<file path="config.mk">
export PLATFORM = sky130hd
export DESIGN_NAME = reset_cause_ctrl
export DESIGN_NICKNAME = d
export VERILOG_FILES = /design/src/rtl/rstctl_pkg.sv /design/src/rtl/rstctl_first_flag.sv /design/src/rtl/rstctl_cause_reg.sv /design/src/rtl/rstctl_req_pulse.sv /design/src/rtl/reset_cause_ctrl.sv
export SDC_FILE = /design/constraint.sdc
export NUM_CORES = 1
export LEC_CHECK = 0
export BUFFER_PORTS_ARGS = -buffer_cell sky130_fd_sc_hd__buf_2
export CORE_UTILIZATION = 31
export DETAILED_ROUTE_END_ITERATION = 12
export GPL_ROUTABILITY_DRIVEN = 0
export PLACE_DENSITY_LB_ADDON = 0.08
export SETUP_SLACK_MARGIN = 0.5
export SLEW_MARGIN = 20
export SYNTH_ARGS = -nofsm -noshare
export SYNTH_HDL_FRONTEND = slang
export SYNTH_SLANG_ARGS = --single-unit
</file>
<file path="constraint.sdc">
create_clock -name clk -period 2.43 [get_ports clk]
set_input_delay 0.486 -clock clk [delete_from_list [all_inputs] [get_ports clk]]
set_output_delay 0.486 -clock clk [all_outputs]
set_load 0.01 [all_outputs]
</file>
<file path="src/rtl/rstctl_pkg.sv">
package rstctl_pkg;
  localparam int unsigned REG_W    = 32;
  localparam int unsigned POS_PWR  = 31;
  localparam int unsigned POS_SPWR = 30;
  localparam int unsigned POS_SEXT = 29;
  localparam int unsigned POS_BPWR = 28;
  localparam int unsigned POS_BEXT = 27;
  localparam int unsigned EVT_W    = 2;

  typedef struct packed {
    logic pwr;
    logic soft_pwr;
    logic soft_ext;
    logic btn_pwr;
    logic btn_ext;
  } cause_t;

  function automatic cause_t unpack_word(input logic [REG_W-1:0] w);
    cause_t c;
    c.pwr      = w[POS_PWR];
    c.soft_pwr = w[POS_SPWR];
    c.soft_ext = w[POS_SEXT];
    c.btn_pwr  = w[POS_BPWR];
    c.btn_ext  = w[POS_BEXT];
    return c;
  endfunction

  function automatic logic [REG_W-1:0] pack_word(input cause_t c);
    logic [REG_W-1:0] w;
    w           = '0;
    w[POS_PWR]  = c.pwr;
    w[POS_SPWR] = c.soft_pwr;
    w[POS_SEXT] = c.soft_ext;
    w[POS_BPWR] = c.btn_pwr;
    w[POS_BEXT] = c.btn_ext;
    return w;
  endfunction
endpackage

</file>
<file path="src/rtl/rstctl_first_flag.sv">
module rstctl_first_flag (
  input  logic clk,
  input  logic rst,
  input  logic por,
  output logic load_first
);
  logic done_q;

  always_ff @(posedge clk) begin
    if (por)      done_q <= 1'b0;
    else if (rst) done_q <= 1'b1;
  end

  assign load_first = rst && !por && !done_q;

  // after a power-on cycle the next plain reset must perform the load
  assert_rearm_R4: assert property (@(posedge clk)
    por |=> (!rst || por || load_first));
  // a reset following a load never loads again until power-on
  assert_once_R3: assert property (@(posedge clk)
    (rst && !por) |=> (!load_first || por));
endmodule

</file>
<file path="src/rtl/rstctl_cause_reg.sv">
module rstctl_cause_reg
  import rstctl_pkg::*;
(
  input  logic             clk,
  input  logic             load_first,
  input  logic             freeze,
  input  logic             wr_en,
  input  cause_t           wr_val,
  input  logic [EVT_W-1:0] evt,
  output cause_t           state
);
  cause_t nxt;

  always_comb begin
    nxt = state;
    if (load_first) begin
      nxt     = '0;
      nxt.pwr = 1'b1;
    end else if (!freeze && wr_en) begin
      nxt.pwr      = state.pwr     & ~wr_val.pwr;
      nxt.btn_pwr  = state.btn_pwr & ~wr_val.btn_pwr;
      nxt.btn_ext  = state.btn_ext & ~wr_val.btn_ext;
      nxt.soft_pwr = state.soft_pwr | wr_val.soft_pwr;
      nxt.soft_ext = state.soft_ext | wr_val.soft_ext;
    end
    nxt.btn_pwr = nxt.btn_pwr | evt[1];
    nxt.btn_ext = nxt.btn_ext | evt[0];
  end

  always_ff @(posedge clk) begin
    state <= nxt;
  end

  logic seen_load;
  always_ff @(posedge clk) begin
    if (load_first) seen_load <= 1'b1;
  end

  assert_first_R2: assert property (@(posedge clk)
    (load_first && evt == '0) |=> (state == cause_t'(5'b10000)));
  assert_w1c_R5: assert property (@(posedge clk) disable iff (freeze)
    (wr_en && wr_val.pwr) |=> !state.pwr);
  assert_set_R6: assert property (@(posedge clk) disable iff (freeze)
    (wr_en && wr_val.soft_pwr) |=> state.soft_pwr);
  assert_evt_R8: assert property (@(posedge clk)
    evt[1] |=> state.btn_pwr);
  assert_hold_R3: assert property (@(posedge clk)
    (seen_load && freeze && !load_first && evt == '0) |=> $stable(state));
endmodule

</file>
<file path="src/rtl/rstctl_req_pulse.sv">
module rstctl_req_pulse (
  input  logic clk,
  input  logic rst,
  input  logic por,
  input  logic trig,
  output logic req
);
  always_ff @(posedge clk) begin
    if (rst || por) req <= 1'b0;
    else            req <= trig;
  end

  assert_pulse_R9: assert property (@(posedge clk) disable iff (rst || por)
    trig |=> req);
  assert_quiet_R9: assert property (@(posedge clk) disable iff (rst || por)
    !trig |=> !req);
  assert_rst_low_R10: assert property (@(posedge clk)
    (rst || por) |=> !req);
endmodule

</file>
<file path="src/rtl/reset_cause_ctrl.sv">
module reset_cause_ctrl
  import rstctl_pkg::*;
(
  input  logic             clk,
  input  logic             rst,
  input  logic             por,
  input  logic             wr_en,
  input  logic [REG_W-1:0] wr_data,
  input  logic [EVT_W-1:0] cause_evt,
  output logic [REG_W-1:0] rd_data,
  output logic             sys_reset_req
);
  cause_t wr_val;
  cause_t state;
  logic   load_first;
  logic   freeze;
  logic   trig;

  assign wr_val = unpack_word(wr_data);
  assign freeze = rst || por;
  assign trig   = wr_en && !freeze && (wr_val.soft_pwr || wr_val.soft_ext);

  rstctl_first_flag u_flag (
    .clk        (clk),
    .rst        (rst),
    .por        (por),
    .load_first (load_first)
  );

  rstctl_cause_reg u_reg (
    .clk        (clk),
    .load_first (load_first),
    .freeze     (freeze),
    .wr_en      (wr_en),
    .wr_val     (wr_val),
    .evt        (cause_evt),
    .state      (state)
  );

  rstctl_req_pulse u_req (
    .clk  (clk),
    .rst  (rst),
    .por  (por),
    .trig (trig),
    .req  (sys_reset_req)
  );

  assign rd_data = pack_word(state);

  // a write during reset must not alter the trigger bits
  assert_frozen_R10: assert property (@(posedge clk)
    (rst && !load_first && wr_en) |=> $stable(rd_data[POS_SPWR]));
endmodule

</file>
# Word level (Yosys, flattened, before mapping)
# Cells that the tools add are included.
# Widths: inputs -> output; s select.
[totals]
ff_bits = 7
out_inout_bits = 33
[op_classes]
muxes = 2
bitwise = 10
n_reduce_logical = 9
[op_table]
columns = ["cell", "n"]
rows = [
  ["$logic_and 1x1->1", 4],
  ["$mux 2", 2],
  ["$or 1x1->1", 4],
  ["$and 1x1->1", 3],
  ["$logic_not 1->1", 3],
  ["$not 1->1", 3],
  ["$logic_or 1x1->1", 2],
]

# Depth between registers and ports, before layout
[logic_depth]
word_depth = 6
ltp_mapped = 2

# Cells and area by module
# From an unflattened synthesis, not the netlist that was laid out.
[hier_totals]
hier_cells = 54
area_unflattened_um2 = 483.0
[modules_own_cells]
columns = ["module", "n_inst", "cells_per_inst", "area_per_inst_um2", "seq_area_each_um2"]
rows = [
  ["reset_cause_ctrl", 1, 31, 224.0, 0.0],
  ["rstctl_cause_reg", 1, 18, 183.9, 100.1],
  ["rstctl_first_flag", 1, 3, 42.5, 20.0],
  ["rstctl_req_pulse", 1, 2, 32.5, 20.0],
]

# Least setup slack after synthesis
# Ideal clock, no wire load.
[synth_path]
kind = "input to register"
from = "input port por"
to = "register, netlist name u_reg.state[1]"
setup_time_ns = 0.115
t_arrival_ns = 1.073
setup_slack_ns = 1.242
stages = 2
n_path_buf = 0
path_cell_list = "or3b_4 > a31o_1"
[synth_lines]
columns = ["item", "line", "source"]
rows = [
  ["start: declaration", "reset_cause_ctrl.sv:6", "input logic por,"],
]

# Worst setup path after layout
[layout_path]
from = "register, netlist name u_reg.state[3]"
to = "output port rd_data[30]"
[layout_lines]
columns = ["item", "line", "source"]
rows = [
  ["end: declaration", "reset_cause_ctrl.sv:10", "output logic [REG_W-1:0] rd_data,"],
]
# No word-level cell between the ends.

==> metrics.cfg <==
[routing]
wl_um=655
wire_per_inst_um=7.71
via_per_inst=3.62
vias=308
drt-initial-drc-count=1
ant_nets=0
firstDrtPassIters=3
drc=0

[global_routing]
grt_pass1_wl_um=1040
use_met1_pct=10.5
grt_pass1_vias=245
antenna_found_initial=0
grt_max_degree=9
gr-usage-met2_pct=9.69
met3_usage_pct=3.48
overflow=0
grt_busiest_layer=met1
grtUsageTotal_pct=7.89

[logic_synthesis]
netlist_instances=51
synth_top_area_share_pct=41.9
synth_edf_count=0
yosys-top-cells-count=buf_4 (27), dfxtp_1 (7), and4bb_2 (3), nor2_1 (3)
yosys-top-cells-area=buf_4 (42%), dfxtp_1 (29%), and4bb_2 (7.8%)
yosysTopAreaCell=buf_4
yosysWarnings=0
ys_seq_area_share_pct=28.9
yosysMostFrequentCell=buf_4
netlist_area_um2=484
yosysUniqueCellTypes=13
ys.flop_type=dfxtp_1
ys_ff_latch=7
synth-async-reset-ratio_pct=0
syn_avg_cell_area_um2=9.49

[final_layout]
finish.net_count=109
final_area_um2=504
finalNonFillerCells=85
drive_gt1_share_pct=34.3
fin_util_pct=36.5
antenna_cells=0
area_delta_synth_final_pct=4.13

[power]
p_per_area_mw_per_mm2=583
p_leak_nw=0.269
power_mw=0.294
irDropWorstVdd_v=0.000209

[critical_path]
crit_fanout=2
crit_required_ps=1940
arrival_ps=710
startpoint_type=flip-flop
worst_path_dominant_cell_family=flip-flops
critical_path_class=flip-flop to output port
cp_cell_sequence=buf_2
crit_path_end_kind=output port
crit_path_max_incr_delay_ps=330
slowest_stage=dfxtp_1
crit_buf_inv=1

[clocking]
path_clk_slew_ps=50
cts_root_buf=clkbuf_4
clockBufferDepth=2
clkSinkCount=7
cts_resized=0
post_cts_buffers=0
cts_inserted_buffers=3
htree_num_levels=1
insertion_delay_ps=240
cts_tree=yes
cts_hold_buffers=0

[sta]
hold_violations=0
setup_viol=0
drv_slew=0
min_period_ps=1200
clock.fmax_mhz=836
min_period_over_period_pct=49.2
fin_worst_skew_ps=0.417
tns_ps=0
worst_hold_slack_ps=426
fin_ws_ps=1230
grt_setup_unrepaired=false

[placed_design]
placed_area_um2=478
io_buffers=16
pre_cts_ws_ps=1020
dp_cells=81
dpl.hpwl_um=539

[floorplanning]
die-area_mm2=0.00172
num_rows=13
die_w_um=41.5
ios=71
die_y_um=41.5
core_mm2=0.00138
start_util_pct=35.0

[run_status]
status=finished clean

[job]
max-cap-violations=0

[worst_hold_path]
hp-class=input pin to flip-flop

report_power, final:
part	internal, mW	switching [mW]	total, mW	leakage, nW
Clock	0.0623	0.0381	0.100	0.0150
Sequential	0.126	0.00515	0.132	0.0582
Combinational	0.0238	0.0380	0.0618	0.196
path summary, 6_finish.rpt:
kind | end | slack, ps | from | cells past startpoint
max reg2reg | u_reg.state[1]$_DFF_P_ | 1370 | u_flag.done_q$_SDFFE_PP0P_ | 2
max | rd_data[30] | 1230 | u_reg.state[3]$_SDFFE_PP0N_ | 1
min | u_reg.state[0]$_DFF_P_ | 430 | cause_evt[0] | 2
min reg2reg | u_reg.state[4]$_SDFFE_PP1N_ | 460 | u_reg.state[4]$_SDFFE_PP1N_ | 2
layer usage:
metal	part of all wire, %	wire length, um
met1	49	324
met2	38	250
met3	12	80
met4	0	0
met5	0	0
sequential cells by signal, summed over array words and instances (netlist names):
register,flops
u_reg.state,5
u_flag.done_q,1
u_req.req,1
area by class of cell:
class / instances / area [um^2]
multi-input cells: 42 / 235
repair buffers: 16 / 80.1
well taps: 15 / 18.8
inverters: 1 / 3.75
clock buffers: 4 / 26.3
fillers: 154 / 878
flip-flops and latches: 7 / 140
kinds of logic after synthesis:
group	after synthesis	synth area share, %
buffers and inverters	28	42.6
AOI/OAI and AO/OA	5	7.75
and+or+nand+nor	10	19.9
other	1	0.774
DFF	7	28.9
placed cells by master (no fill, tap or decap):
| master | n |
|---|---|
| clkbuf_4 | 3 |
| nand4bb_1 | 1 |
| nand4bb_2 | 1 |
| conb_1 | 27 |
| clkbuf_1 | 1 |
| and4bb_2 | 3 |
| inv_1 | 1 |
| o21a_1 | 2 |
| nor4b_1 | 1 |
| a31o_1 | 2 |
| o21ai_0 | 1 |
| or3b_4 | 1 |
| nor2_1 | 3 |
| dfxtp_1 | 7 |
| buf_2 | 16 |
Power figures use the tool's default switching activity.
